==> src/rtl/dor_route_pkg.sv <==
package dor_route_pkg;

  typedef enum logic [1:0] {
    DIR_NONE  = 2'd0,
    DIR_PLUS  = 2'd1,
    DIR_MINUS = 2'd2
  } step_dir_e;

  typedef enum logic [2:0] {
    PORT_LOCAL = 3'd0,
    PORT_XP    = 3'd1,
    PORT_XN    = 3'd2,
    PORT_YP    = 3'd3,
    PORT_YN    = 3'd4
  } out_port_e;

  localparam int NUM_DIMS = 2;

endpackage

==> src/rtl/dor_axis_dir.sv <==
module dor_axis_dir
  import dor_route_pkg::*;
#(
  parameter int RADIX = 8,
  parameter int CW    = (RADIX > 1) ? $clog2(RADIX) : 1
) (
  input  logic [CW-1:0] own_c,
  input  logic [CW-1:0] dst_c,
  input  logic          wrap_en,
  output step_dir_e     dir
);

  // Direction along one axis from a signed offset; shortest way on a ring.
  function automatic step_dir_e pick_dir(input int off, input logic wrap);
    int mag;
    mag = (off < 0) ? -off : off;
    if (off == 0)
      return DIR_NONE;
    else if (!wrap)
      return (off > 0) ? DIR_PLUS : DIR_MINUS;
    else if (2 * mag == RADIX)
      return DIR_PLUS;
    else if (2 * mag > RADIX)
      return (off > 0) ? DIR_MINUS : DIR_PLUS;
    else
      return (off > 0) ? DIR_PLUS : DIR_MINUS;
  endfunction

  int rel_off;

  always_comb begin
    rel_off = int'(dst_c) - int'(own_c);
    dir     = pick_dir(rel_off, wrap_en);
  end

endmodule

==> src/rtl/dor_port_pick.sv <==
module dor_port_pick
  import dor_route_pkg::*;
(
  input  step_dir_e x_dir,
  input  step_dir_e y_dir,
  output out_port_e port
);

  always_comb begin
    unique case (x_dir)
      DIR_PLUS:  port = PORT_XP;
      DIR_MINUS: port = PORT_XN;
      default: begin
        unique case (y_dir)
          DIR_PLUS:  port = PORT_YP;
          DIR_MINUS: port = PORT_YN;
          default:   port = PORT_LOCAL;
        endcase
      end
    endcase
  end

endmodule

==> src/rtl/dor_route_unit.sv <==
module dor_route_unit
  import dor_route_pkg::*;
#(
  parameter int RADIX = 8,
  parameter int CW    = (RADIX > 1) ? $clog2(RADIX) : 1
) (
  input  logic          clk,
  input  logic          rst_n,
  input  logic          head_valid,
  input  logic          torus_mode,
  input  logic [CW-1:0] here_x,
  input  logic [CW-1:0] here_y,
  input  logic [CW-1:0] dest_x,
  input  logic [CW-1:0] dest_y,
  output logic          port_valid,
  output logic [2:0]    port_sel
);

  logic [CW-1:0] own_v [NUM_DIMS];
  logic [CW-1:0] dst_v [NUM_DIMS];
  step_dir_e     dir_v [NUM_DIMS];

  assign own_v[0] = here_x;
  assign own_v[1] = here_y;
  assign dst_v[0] = dest_x;
  assign dst_v[1] = dest_y;

  for (genvar d = 0; d < NUM_DIMS; d++) begin : g_axis
    dor_axis_dir #(.RADIX(RADIX), .CW(CW)) u_axis (
      .own_c   (own_v[d]),
      .dst_c   (dst_v[d]),
      .wrap_en (torus_mode),
      .dir     (dir_v[d])
    );
  end

  // Named internal events for the checker.
  step_dir_e x_dir;
  step_dir_e y_dir;
  out_port_e next_port;

  assign x_dir = dir_v[0];
  assign y_dir = dir_v[1];

  dor_port_pick u_pick (
    .x_dir (x_dir),
    .y_dir (y_dir),
    .port  (next_port)
  );

  out_port_e port_q;

  always_ff @(posedge clk) begin
    if (!rst_n) begin
      port_valid <= 1'b0;
      port_q     <= PORT_LOCAL;
    end else begin
      port_valid <= head_valid;
      if (head_valid) port_q <= next_port;
    end
  end

  assign port_sel = port_q;

endmodule

==> config.mk <==
export PLATFORM = sky130hd
export DESIGN_NAME = dor_route_unit
export DESIGN_NICKNAME = d
export VERILOG_FILES = /design/src/rtl/dor_route_pkg.sv /design/src/rtl/dor_axis_dir.sv /design/src/rtl/dor_port_pick.sv /design/src/rtl/dor_route_unit.sv
export SDC_FILE = /design/constraint.sdc
export NUM_CORES = 1
export LEC_CHECK = 0
export CAP_MARGIN = 20
export CORE_ASPECT_RATIO = 0.9
export CORE_MARGIN = 1
export CORE_UTILIZATION = 35
export DETAILED_ROUTE_END_ITERATION = 6
export DONT_BUFFER_PORTS = 1
export SLEW_MARGIN = 30
export SYNTH_ARGS = -nofsm -noshare
export SYNTH_HDL_FRONTEND = slang
export SYNTH_SLANG_ARGS = --single-unit
==> constraint.sdc <==
create_clock -name clk -period 1.9 [get_ports clk]
set_input_delay 0 -clock clk [delete_from_list [all_inputs] [get_ports clk]]
set_output_delay 0 -clock clk [all_outputs]
set_load 0.01 [all_outputs]
### Word-level counts from Yosys, hierarchy flattened

Index checks and enable logic that the tools add are counted.

| storage, ports and cells | value |
|---|---|
| register bits | 4 |
| logic and storage cells | 36 |

| operators by class | value |
|---|---|
| $add $sub $neg | 4 |
| order comparisons | 6 |
| equality and inequality tests | 6 |
| multiplexer cells | 16 |
| reduce and logical (&&, ||, !) cells | 2 |

Operator list:

| operator | count |
|---|---|
| $gt 32x5->1 const B | 2 |
| $logic_not 32->1 | 2 |
| $eq 31x4->1 const B | 2 |
| $mux 31 | 2 |
| $neg 4->31 | 2 |
| $mux 2 | 12 |
| $pmux 3 s2 | 2 |
| $gt 4x1->1 const B | 2 |
| $lt 4x1->1 const B | 2 |
| $sub 3x3->4 | 2 |
| $eq 2x1->1 const B | 2 |
| $eq 2x2->1 const B | 2 |

### Depth between registers and ports, before layout

| depth | value |
|---|---|
| depth after elaboration | 11 |
| mapped depth | 14 |

### Hierarchy

A second synthesis with hierarchy kept.

| second synthesis, totals | value |
|---|---|
| cell total of the unflattened synthesis | 66 |
| area, all modules | 556.8 um^2 |

Modules (own cells, without submodules):

| module | instances | cells an instance | area each (um^2) | sequential area each (um^2) |
|---|---|---|---|---|
| dor_axis_dir | 2 | 22 | 177.7 | 0.0 |
| dor_route_unit | 1 | 11 | 136.4 | 80.1 |
| dor_port_pick | 1 | 11 | 65.1 | 0.0 |

### Worst setup path before layout

OpenSTA, ideal clock, no wires.

| path | value |
|---|---|
| path type | input -> register |
| start | input port dest_x[0] |
| end | register port_q[2] (netlist: port_sel[2]) |
| arrival | 2.002 ns |
| required time | 1.785 ns |
| setup slack | -0.217 ns |
| cell stages on the path | 14 |
| path through | inv_1 > ha_1 > inv_1 > fa_1 > inv_1 > ha_1 > or2_1 > o21ai_1 > o21bai_1 > o211ai_1 > ha_1 > nand3_1 > a31oi_1 > o21a_1 |

| between the ends | value |
|---|---|
| longest elaborated chain between the ends | 10 |
| elaborated cells on any way between the ends | 17 |
| classes of those cells | add/sub (2); order compare (3); eq/ne (3); mux (8); reduce/logical (1) |

RTL lines:

| what | line | RTL |
|---|---|---|
| start: declaration | dor_route_unit.sv:13 | `input logic [CW-1:0] dest_x,` |
| $sub 3x3->4 (*) | dor_axis_dir.sv:32 | `rel_off = int'(dst_c) - int'(own_c);` |
| $neg 4->31 / $lt 4x1->1 (equally long branches) | dor_axis_dir.sv:16 | `mag = (off < 0) ? -off : off;` |
| $mux 31 | dor_axis_dir.sv:16 |  |
| $gt 32x5->1 | dor_axis_dir.sv:23 | `else if (2 * mag > RADIX)` |
| $mux 2 | dor_axis_dir.sv:23 |  |
| $mux 2 | dor_axis_dir.sv:21 | `else if (2 * mag == RADIX)` |
| $mux 2 | dor_axis_dir.sv:19 | `else if (!wrap)` |
| $mux 2 (*) | dor_axis_dir.sv:17 | `if (off == 0)` |
| $eq 2x2->1 / $eq 2x1->1 (equally long branches) | dor_port_pick.sv:10 | `unique case (x_dir)` |
| $pmux 3 s2 (*) | dor_port_pick.sv:10 |  |
| end signal: assignment | dor_route_unit.sv:59 | `if (head_valid) port_q <= next_port;` |
| end: declaration | dor_route_unit.sv:51 | `out_port_e port_q;` |

Every way passes the cells marked *; elsewhere a longest branch is shown, timed or not.
A chain may end at the register's enable or synchronous reset.

### Worst setup path after layout

Ends and elaborated chain as after synthesis.

==> impl_metrics.tcl <==
set metrics [dict create \
    grt_max_degree 6 \
    final_cell_mix "inv_1 (9), ha_1 (8), nand2_1 (4), buf_4 (4), dfxtp_1 (4)" \
    cap_violations 0 \
    yosysTopAreaCellShare_pct 21.4 \
    cp-end-kind "flop" \
    post_cts_buffers 0 \
    met1_length_um 480 \
    syn_area_per_cell_um2 8.12 \
    outcome "complete, but fails checks" \
    wl_met3_um 38 \
    critPathArrivalTime_ns 2.09 \
    synth_top_area_cell "ha_1" \
    worst_slack_ns -0.0588 \
    hp-class "in -> reg" \
    violations "setup timing" \
    overflow 0 \
    start_util_pct 39.0 \
    ys_top_cells_by_area "ha_1 (21%), dfxtp_1 (14%), inv_1 (7.7%), fa_1 (6.9%), o211a_1 (3.4%)" \
    relSlewSlack_pct 81.2 \
    rsz0062_at_grt "true" \
    final_common_cell "inv_1" \
    grt_pass1_wl_um 1700 \
    ctsHtreeMaxLevel 1 \
    max_freq_mhz 511 \
    ir_worst_vdd_uv 228 \
    finClkSkew_ns 0 \
    antennaDiodeCount 0 \
    post-dp-hpwl_um 911 \
    totalNegativeSetupSlack_ns -0.0720 \
    p_sw_share_pct 35.0 \
    synth_fp_nets 100 \
    tritoncts "yes" \
    setup_viol 2 \
    yosysWarnings 0 \
    portBuffers 0 \
    pwr-share-seq_pct 23.4 \
    die_x_um 45.1 \
    leakagePower_nw 0.338 \
    clockPowerShare_pct 23.3 \
    switchingPower_w 0.000158 \
    p_int_w 0.000293 \
    avgViaCountPerCell 4.93 \
    vias 508 \
    cts_root_buf "clkbuf_4" \
    grtUsageTotal_pct 12.9 \
    netlist_instances 72 \
    finalHoldViolCount 0 \
    drt_pre_antenna_iters 4 \
    fin_nets 111 \
    slew_violations 0 \
    gp_congestion 0.734 \
    ant_nets 0 \
    die-area_um2 1840 \
    rows 13 \
    cts_sinks 4 \
    antenna_found_initial 0 \
    combPwrFrac_pct 53.3 \
    highest_layer "met3" \
    numCtsBuffers 3 \
    clkTransAtPathRegs_ns 0.04 \
    worstMarginPinSlew_ns 0.280 \
    p_total_w 0.000451 \
    syn_area_um2 584 \
    synth_cell_type_count 30 \
    wl_met2_um 523 \
    drt_iter0_drc 8 \
    drc 0 \
    syn_to_final_growth_pct 27.2 \
    dieHeight_um 40.8 \
    yosysSeqAreaShare_pct 13.7 \
    period_minus_slack_ns 1.96 \
    wirelength_um 1040 \
    clk_latency_ns 0.23 \
    io_pins 20 \
    clockBufferDepth 2 \
    grt_pass1_vias 468 \
    worstPathRequired_ns 2.03 \
    synth-seq-cells 4 \
    drive_gt1_share_pct 24.7 \
    num-fill-cells 151 \
    holdWs_ns 0.00415 \
    fin_crit_sh_pct 103 \
    power-per-cell-area_nw_per_um2 607 \
    critPathKind "in -> reg" \
    avgRoutedWirePerCell_um 10.1 \
    critPathLaunchType "primary input" \
    cp_max_fo 4 \
    core_area_um2 1500 \
]
layout make-up:
type,instances,area [um2],share of cell area [%]
flip-flops and latches,4,80.1,10.8
well taps,22,27.5,3.70
multi-input cells,56,492,66.2
clock buffers,3,22.5,3.03
repair buffers,6,50.0,6.73
inverters,12,71.3,9.60
per-layer routing:
layer  global-route usage, %  vias up
li1                        -      266
met1                    14.2      232
met2                    25.0       10
met3                    5.29        0
met4                       0        0
met5                       0        -
synthesized netlist by cell type (all sizes together):
library cell / n
a21o: 1
a21oi: 2
a31oi: 3
and2: 2
and3b: 1
dfxtp: 4
fa: 2
ha: 10
inv: 12
mux2: 1
nand2: 5
nand2b: 3
nand3: 3
nand4: 1
nor2: 2
nor2b: 3
o211a: 2
o211ai: 2
o21a: 2
o21ai: 6
o21bai: 1
or2: 1
or2b: 1
xnor2: 2
registers in the layout, indices dropped and copies added, names as in the netlist:
| name | flops |
|---|---|
| port_sel | 3 |
| port_valid | 1 |
cells by family (layout without fill, tap and decap cells):
logic type / count (synthesis) / after routing / synth area share, %
AND/OR/NAND/NOR: 22 / 22 / 22.7
flip-flops: 4 / 4 / 13.7
multiplexers: 1 / 1 / 1.93
buffers and inverters: 12 / 21 / 7.71
adder cells (fa/ha/maj): 12 / 12 / 28.3
XOR/XNOR: 2 / 2 / 3.00
AO/OA/AOI/OAI: 19 / 19 / 22.7
metrics by stage:
step / util [%] / std cells / cell area, um2 / worst slack (ns)
after global routing: 49.7 / 103 / 743 / -0.220
after detailed placement: 45.1 / 98 / 674 / -0.291
after CTS: 47.9 / 103 / 717 / -0.00899
final: 49.7 / 103 / 743 / -0.0588
after floorplan: - / 72 / 617 / -0.175
after global placement: 45.1 / 98 / 674 / -0.271
repair_timing:
item,CTS,global route
gates resized for setup,0,5
endpoints found under the hold margin,4,0
pin swaps,5,10
endpoints found under the setup margin,2,3
hold buffers,2,0
power groups by stage:
stage	Combinational [W]	Sequential [W]	Clock, W
after floorplan	0.000185	0.000106	0
after global placement	0.000225	0.000107	0
after detailed placement	0.000229	0.000107	0
after CTS	0.000235	0.000106	0.000109
after global routing	0.000277	0.000107	0.000114
final	0.000241	0.000106	0.000105
worst paths after layout:
check	start	to	slack (ns)	cells after the start
worst max register to register	port_sel[2]	port_sel[2]	1.15	2
worst max-delay path	dest_x[0]	port_sel[2]	-0.06	14
worst min-delay path	head_valid	port_sel[1]	0.004	2
worst min register to register	port_sel[1]	port_sel[1]	0.58	2
worst max-delay path: stages:
cell and delay (ns):
clkinv_16 0.02, ha_4 0.12, inv_2 0.03, fa_1 0.54
inv_2 0.05, ha_4 0.16, or2_1 0.23, o21ai_1 0.13
o21bai_1 0.11, o211ai_1 0.10, ha_1 0.29, nand3_1 0.09
a31oi_1 0.04, o21a_1 0.16
No activity file was read; power rests on OpenSTA's default activity.
